**config.mk**
```make
export PLATFORM = sky130hd
export DESIGN_NAME = dtlb_xlate
export DESIGN_NICKNAME = d
export VERILOG_FILES = /design/src/rtl/dtlb_pkg.sv /design/src/rtl/dtlb_tag_cmp.sv /design/src/rtl/dtlb_perm_chk.sv /design/src/rtl/dtlb_age_ctl.sv /design/src/rtl/dtlb_xlate.sv
export SDC_FILE = /design/constraint.sdc
export NUM_CORES = 2
export LEC_CHECK = 0
export ABC_AREA = 0
export BUFFER_PORTS_ARGS = -buffer_cell sky130_fd_sc_hd__clkbuf_2
export CAP_MARGIN = 0
export CORE_ASPECT_RATIO = 0.8
export CORE_MARGIN = 5
export CORE_UTILIZATION = 40
export DETAILED_ROUTE_END_ITERATION = 6
export GPL_TIMING_DRIVEN = 0
export PLACE_DENSITY = 0.69
export SYNTH_ARGS = -nofsm -noshare
export SYNTH_HDL_FRONTEND = slang
export SYNTH_HIERARCHICAL = 1
export SYNTH_SLANG_ARGS = --single-unit
export TNS_END_PERCENT = 1
```
**constraint.sdc**
```tcl
create_clock -name clk -period 4.5 [get_ports clk]
set_input_delay 0.45 -clock clk [delete_from_list [all_inputs] [get_ports clk]]
set_output_delay 0.45 -clock clk [all_outputs]
set_load 0.1 [all_outputs]
```
**src/rtl/dtlb_pkg.sv**
```systemverilog
package dtlb_pkg;
   localparam int VADDR_W     = 32;
   // match word layout
   localparam int MW_VALID    = 0;
   localparam int MW_AGE_LSB  = 6;
   // translate word layout
   localparam int TW_CI       = 1;
   localparam int TW_U_RD     = 6;
   localparam int TW_U_WR     = 7;
   localparam int TW_S_RD     = 8;
   localparam int TW_S_WR     = 9;

   typedef enum logic {
      SEL_MATCH = 1'b0,
      SEL_XLATE = 1'b1
   } word_sel_e;
endpackage

```
**src/rtl/dtlb_tag_cmp.sv**
```systemverilog
module dtlb_tag_cmp
   import dtlb_pkg::*;
#(
   parameter int TAG_LSB = 15
) (
   input  logic [VADDR_W-1:0] entry_mw,
   input  logic [VADDR_W-1:0] lookup_va,
   output logic               way_hit
);
   logic unused_cmp_bits;
   assign unused_cmp_bits = ^{entry_mw[TAG_LSB-1:1], lookup_va[TAG_LSB-1:0]};

   assign way_hit = entry_mw[MW_VALID] &&
                    (entry_mw[VADDR_W-1:TAG_LSB] == lookup_va[VADDR_W-1:TAG_LSB]);
endmodule

```
**src/rtl/dtlb_perm_chk.sv**
```systemverilog
module dtlb_perm_chk
   import dtlb_pkg::*;
(
   input  logic [VADDR_W-1:0] entry_tw,
   input  logic               is_write,
   input  logic               is_super,
   output logic               allowed
);
   logic unused_perm_bits;
   assign unused_perm_bits = ^{entry_tw[VADDR_W-1:TW_S_WR+1], entry_tw[TW_U_RD-1:0]};

   always_comb begin
      unique case ({is_super, is_write})
         2'b00:   allowed = entry_tw[TW_U_RD];
         2'b01:   allowed = entry_tw[TW_U_WR];
         2'b10:   allowed = entry_tw[TW_S_RD];
         default: allowed = entry_tw[TW_S_WR];
      endcase
   end
endmodule

```
**src/rtl/dtlb_age_ctl.sv**
```systemverilog
module dtlb_age_ctl #(
   parameter int               WAYS   = 4,
   parameter int               AGE_W  = 2,
   parameter int               WAY_W  = 2,
   parameter logic [AGE_W-1:0] RELOAD = '1
) (
   input  logic [WAYS-1:0][AGE_W-1:0] age_in,
   input  logic [WAYS-1:0]            hit_sel,
   output logic [WAYS-1:0][AGE_W-1:0] age_out,
   output logic [WAY_W-1:0]           victim
);
   // aging of one set after a hit
   for (genvar w = 0; w < WAYS; w++) begin : g_age
      always_comb begin
         if (hit_sel[w])
            age_out[w] = RELOAD;
         else if (age_in[w] != '0)
            age_out[w] = age_in[w] - 1'b1;
         else
            age_out[w] = age_in[w];
      end
   end

   // smallest counter, lowest way on ties
   always_comb begin
      logic [AGE_W-1:0] best;
      best   = age_in[0];
      victim = '0;
      for (int w = 1; w < WAYS; w++) begin
         if (age_in[w] < best) begin
            best   = age_in[w];
            victim = WAY_W'(w);
         end
      end
   end
endmodule

```
**src/rtl/dtlb_xlate.sv**
```systemverilog
module dtlb_xlate
   import dtlb_pkg::*;
#(
   parameter int PAGE_BITS = 13,
   parameter int SETS      = 4,
   parameter int WAYS      = 4,
   localparam int SET_BITS = $clog2(SETS),
   localparam int SET_W    = (SET_BITS == 0) ? 1 : SET_BITS,
   localparam int WAY_W    = (WAYS > 1) ? $clog2(WAYS) : 1
) (
   input  logic               clk,
   input  logic               rst_n,
   input  logic               xlate_en,
   input  logic               mmu_present,
   input  logic               req_valid,
   input  logic [VADDR_W-1:0] req_vaddr,
   input  logic               req_write,
   input  logic               req_super,
   input  logic               req_probe,
   input  logic               sw_we,
   input  logic [WAY_W-1:0]   sw_way,
   input  logic [SET_W-1:0]   sw_set,
   input  logic               sw_sel_tr,
   input  logic [VADDR_W-1:0] sw_data,
   output logic               rsp_valid,
   output logic [VADDR_W-1:0] rsp_paddr,
   output logic               rsp_ci,
   output logic               rsp_hit,
   output logic               rsp_miss,
   output logic               rsp_fault,
   output logic [VADDR_W-1:0] rsp_fault_addr,
   output logic [WAY_W-1:0]   rsp_victim,
   output logic [VADDR_W-1:0] cfg_word
);
   localparam int               AGE_W   = (SET_BITS == 0) ? 1 : SET_BITS;
   localparam int               TAG_LSB = PAGE_BITS + SET_BITS;
   localparam logic [AGE_W-1:0] RELOAD  = AGE_W'(SETS - 1);

   // elaboration-time parameter checks
   if ((SETS < 1) || (SETS > 256) || ((SETS & (SETS - 1)) != 0)) begin : g_bad_sets
      $error("SETS must be a power of two from 1 to 256");
   end
   if ((WAYS < 1) || (WAYS > 4)) begin : g_bad_ways
      $error("WAYS must lie between 1 and 4");
   end
   if (MW_AGE_LSB + AGE_W > PAGE_BITS) begin : g_bad_age
      $error("age counter would overlap the page tag");
   end
   if ((TW_S_WR >= PAGE_BITS) || (TAG_LSB > VADDR_W - 1)) begin : g_bad_page
      $error("PAGE_BITS leaves no room for flags or tag");
   end

   assign cfg_word = VADDR_W'((SET_BITS << 3) | (WAYS - 1));

   logic [VADDR_W-1:0] mword [WAYS][SETS];
   logic [VADDR_W-1:0] tword [WAYS][SETS];

   logic [SET_W-1:0] set_idx;
   if (SET_BITS == 0) begin : g_one_set
      assign set_idx = '0;
   end else begin : g_many_sets
      assign set_idx = req_vaddr[PAGE_BITS +: SET_BITS];
   end

   logic [WAYS-1:0]            way_hit;
   logic [WAYS-1:0][AGE_W-1:0] cur_age;
   logic [WAYS-1:0][AGE_W-1:0] next_age;
   logic [WAY_W-1:0]           victim;

   for (genvar w = 0; w < WAYS; w++) begin : g_way
      logic [VADDR_W-1:0] cur_mw;
      assign cur_mw     = mword[w][set_idx];
      assign cur_age[w] = cur_mw[MW_AGE_LSB +: AGE_W];
      dtlb_tag_cmp #(.TAG_LSB(TAG_LSB)) u_cmp (
         .entry_mw (cur_mw),
         .lookup_va(req_vaddr),
         .way_hit  (way_hit[w])
      );
   end

   // first matching way wins
   logic [WAYS-1:0]  hit_sel;
   logic [WAY_W-1:0] sel_way;
   logic             any_hit;
   always_comb begin
      hit_sel = '0;
      sel_way = '0;
      any_hit = 1'b0;
      for (int w = 0; w < WAYS; w++) begin
         if (way_hit[w] && !any_hit) begin
            any_hit    = 1'b1;
            hit_sel[w] = 1'b1;
            sel_way    = WAY_W'(w);
         end
      end
   end

   logic [VADDR_W-1:0] sel_tw;
   logic               perm_ok;
   assign sel_tw = tword[sel_way][set_idx];

   dtlb_perm_chk u_perm (
      .entry_tw(sel_tw),
      .is_write(req_write),
      .is_super(req_super),
      .allowed (perm_ok)
   );

   dtlb_age_ctl #(.WAYS(WAYS), .AGE_W(AGE_W), .WAY_W(WAY_W), .RELOAD(RELOAD)) u_age (
      .age_in (cur_age),
      .hit_sel(hit_sel),
      .age_out(next_age),
      .victim (victim)
   );

   logic trans_on, do_age;
   assign trans_on = xlate_en && mmu_present;
   assign do_age   = req_valid && trans_on && any_hit && !req_probe;

   // response decode
   logic [VADDR_W-1:0] n_paddr, n_faddr;
   logic               n_ci, n_hit, n_miss, n_fault;
   logic [WAY_W-1:0]   n_victim;
   always_comb begin
      n_paddr  = '0;
      n_faddr  = '0;
      n_ci     = 1'b0;
      n_hit    = 1'b0;
      n_miss   = 1'b0;
      n_fault  = 1'b0;
      n_victim = '0;
      if (!trans_on) begin
         n_paddr = req_vaddr;
         n_ci    = req_vaddr[VADDR_W-1];
      end else begin
         n_victim = victim;
         if (!any_hit) begin
            n_miss  = !req_probe;
            n_faddr = req_probe ? '0 : req_vaddr;
         end else begin
            n_hit = 1'b1;
            if (perm_ok || !req_probe) begin
               n_paddr = {sel_tw[VADDR_W-1:PAGE_BITS], req_vaddr[PAGE_BITS-1:0]};
               n_ci    = sel_tw[TW_CI];
            end
            n_fault = !perm_ok && !req_probe;
            n_faddr = n_fault ? req_vaddr : '0;
         end
      end
   end

   always_ff @(posedge clk or negedge rst_n) begin
      if (!rst_n) begin
         for (int w = 0; w < WAYS; w++) begin
            for (int s = 0; s < SETS; s++) begin
               mword[w][s] <= '0;
               tword[w][s] <= '0;
            end
         end
      end else begin
         if (do_age) begin
            for (int w = 0; w < WAYS; w++)
               mword[w][set_idx][MW_AGE_LSB +: AGE_W] <= next_age[w];
         end
         if (sw_we) begin
            if (sw_sel_tr == SEL_XLATE)
               tword[sw_way][sw_set] <= sw_data;
            else
               mword[sw_way][sw_set] <= sw_data;
         end
      end
   end

   always_ff @(posedge clk or negedge rst_n) begin
      if (!rst_n) begin
         rsp_valid      <= 1'b0;
         rsp_paddr      <= '0;
         rsp_ci         <= 1'b0;
         rsp_hit        <= 1'b0;
         rsp_miss       <= 1'b0;
         rsp_fault      <= 1'b0;
         rsp_fault_addr <= '0;
         rsp_victim     <= '0;
      end else begin
         rsp_valid <= req_valid;
         if (req_valid) begin
            rsp_paddr      <= n_paddr;
            rsp_ci         <= n_ci;
            rsp_hit        <= n_hit;
            rsp_miss       <= n_miss;
            rsp_fault      <= n_fault;
            rsp_fault_addr <= n_faddr;
            rsp_victim     <= n_victim;
         end
      end
   end


   rsp_follows_req_chk: assert property (@(posedge clk) disable iff (!rst_n)
      req_valid |=> rsp_valid);

   rsp_idle_chk: assert property (@(posedge clk) disable iff (!rst_n)
      !req_valid |=> !rsp_valid);

   bypass_addr_chk: assert property (@(posedge clk) disable iff (!rst_n)
      (req_valid && !(xlate_en && mmu_present)) |=>
         (rsp_paddr == $past(req_vaddr)) && (rsp_ci == $past(req_vaddr[VADDR_W-1])));

   probe_quiet_chk: assert property (@(posedge clk) disable iff (!rst_n)
      (req_valid && req_probe) |=> (!rsp_miss && !rsp_fault));

   miss_zero_addr_chk: assert property (@(posedge clk) disable iff (!rst_n)
      (rsp_valid && rsp_miss) |-> ((rsp_paddr == '0) && !rsp_fault && !rsp_hit));
endmodule

```
==> metrics <==
Setup CP Type=input port to register; Clock Sinks=between 700 and 800; Placer Congestion=0.949; violated checks=negative setup slack; DRC=0; Max Cap Violations=0; max-slew violations=0; GRT overflow=0; layout overhead on the synthesized area=16.8%; worst-margin pin slew=1270 ps; TritonCTS buffer count=80; peak supply drop=around 0.28 mV; vias=25600; Initial Util=40.4%; critical path cell sequence=clkbuf_2, clkbuf_8, clkbuf_16, buf_4, mux4_2, xor2_2, nor4_4, nand3_2, nor4_4, buf_6, buf_4, buf_6, nand2b_1, a31oi_2, a22oi_2, and3_1, mux4_2, inv_2, a21oi_2, nand4_1, buf_6, clkbuf_16, o211ai_1, o22a_1; Root Driver=clkbuf_16; Slew HR=~15%; CTS max path bufs=3; initial DRC count=around 2500; post-detail-place hpwl=84000 µm; RSZ-0062 raised after global routing=yes; final count of hold timing violations=0; worst hold slack=77.7 ps; FP Rows=99; P_leak=just under 0.02 µW; Fmax achieved=203 MHz; clk_skew=30.3 ps; WHS Path Cells=3; vias in the first global route=approximately 26000; Yosys warning total=6; routed wire length per instance=25.3 µm; Syn Std Cell Area=between 0.03 and 0.04 mm²; routed wire length=113000 µm; Crit path depth=24; Final nets=around 3300; TritonCTS clock tree=built; Worst setup EP type=register; Clk pin slew, worst setup/hold paths=60 ps; Vias/cell=5.73; post-synthesis cell count=about 2900; ratio of cells with drive above 1 in the final layout=35.0%; first-pass GRT wire length=169000 µm; Die W=350 µm; family with the most delay on the worst path=buffers and inverters; Period Utilization, post-route=109%; Placeable Area=0.0914 mm²; number of cells on the worst reg-to-reg path=20; required time worst endpoint=5030 ps; syn_area_per_cell=between 10 and 15 µm²; pin count of the biggest net entering global routing=112; worst setup margin=-426 ps; CTS HTree Levels=3; area of the die=0.0985 mm²; Port Buffer Count=134; latest clock arrival within the worst-skew pair=660 ps; endpoints failing setup=62; IO Pins=about 180; Final min period=between 4000 and 5000 ps; Total Routing Usage GR=22.6%; Pwr Total=roughly 19000 µW; WP buf/inv=10; CP max-delay cell=mux4_2; Cell Pwr Density=445 mW/mm²; most used cell, CP=buf_6; First-pass DRT Iterations=6; Worst path max stage delay=510 ps; antenna violations before repair=11; die height=roughly 280 µm; number of fill cells=8086; Worst Path Max Fanout=10; CP Launch Type=input port; min-delay worst type=input port to register; Critical Path AT=5460 ps; status=complete, but fails checks; Post-DRT Antenna Nets=0
## power by group
part / switching [µW] / internal (µW) / leakage, µW
Clock: 2860 / 3900 / 0.00131
Sequential: 696 / 8260 / 0.00989
Combinational: 1810 / 1650 / 0.00827
## layout make-up
class                      count  area (µm²)  share of cell area (%)
buffer                       352        1930                    4.47
clock buffer                 113        2330                    5.40
inverter                      60         228                   0.528
timing repair buffer         174        1200                    2.79
antenna                        5        12.5                  0.0290
sequential                   775       19400                    45.0
tap                         1212        1520                    3.52
clock inverter                27         319                   0.740
multi-input combinational   1746       16200                    37.6
## metal layers
metal	vias to the layer above	share of wire, %	GRT usage [%]
met4	14	2.3	5.33
met1	13400	45	33.3
li1	11000	-	-
met5	-	0.086	0
met3	171	10	7.78
met2	991	42	32.2
## per-stage QoR
step           area, µm²  std cells  worst slack [ps]  utilization, %  TNS [ps]
2_1_floorplan      37200       2938             -5.65               -     -14.6
3_3_place_gp       39400       4284            -15960            43.1         -
3_5_place_dp       39600       4292             -2770            43.3   -190890
4_1_cts            42700       4449              -521            46.7    -22480
5_1_grt            43100       4459              -549            47.2    -26970
6_report           43100       4464              -426            47.2    -18460
## timing repair
| item | 4_1_cts | 5_1_grt |
|---|---|---|
| gates resized for setup | 72 | 87 |
| endpoints found under the hold margin | 47 | 0 |
| buffers inserted | 14 | 15 |
| hold buffers | 2 | 0 |
| pin swaps | 24 | 23 |
| cloned | 1 | 0 |
| setup endpoints to repair | 98 | 66 |
## worst register-to-register path, delay by kind of cell, from the launching register on
family,cells,cell delay (ps)
flops,1,370
simple gates,6,1240
mux,2,1040
buf+inv,6,1090
compound gates,5,850
xor+xnor,1,230
## state kept, by name (all words and copies together), names as in the netlist
signal          cells
tword             384
mword             320
rsp_fault_addr     32
rsp_paddr          32
rsp_victim          2
rsp_ci              1
rsp_fault           1
rsp_hit             1
rsp_miss            1
rsp_valid           1
## worst paths after layout
kind / slack (ps) / endpoint / startpoint
max: -430 / rsp_paddr[24] / req_vaddr[14]
min: 80 / rsp_paddr[3] / req_vaddr[3]
max reg2reg: -400 / rsp_paddr[24] / mword[286]
min reg2reg: 480 / mword[112] / mword[112]
max in group asynchronous: 2320 / tword[432] / rst_n
min in group asynchronous: 340 / tword[134] / rst_n
## layout by cell type (no fill, tap or decap), types with 15 or more instances in the layout
cell type and n:
o32ai_1 70, a22oi_1 45, clkbuf_2 141, clkbuf_16 88, clkinv_2 15, mux2_2 606, mux2_1 69, mux4_2 81
inv_1 56, buf_4 66, dfrtp_1 775, o211ai_1 27, nor2_1 76, clkbuf_1 235, nand2_1 92, o22a_1 20
xnor2_1 52, buf_1 27, o22ai_1 64, nor2b_1 72, a21o_1 77, buf_6 22, clkbuf_8 25, a21oi_1 100
mux2i_1 32, conb_1 32, nor3b_1 72
Power figures use the tool's default switching activity.
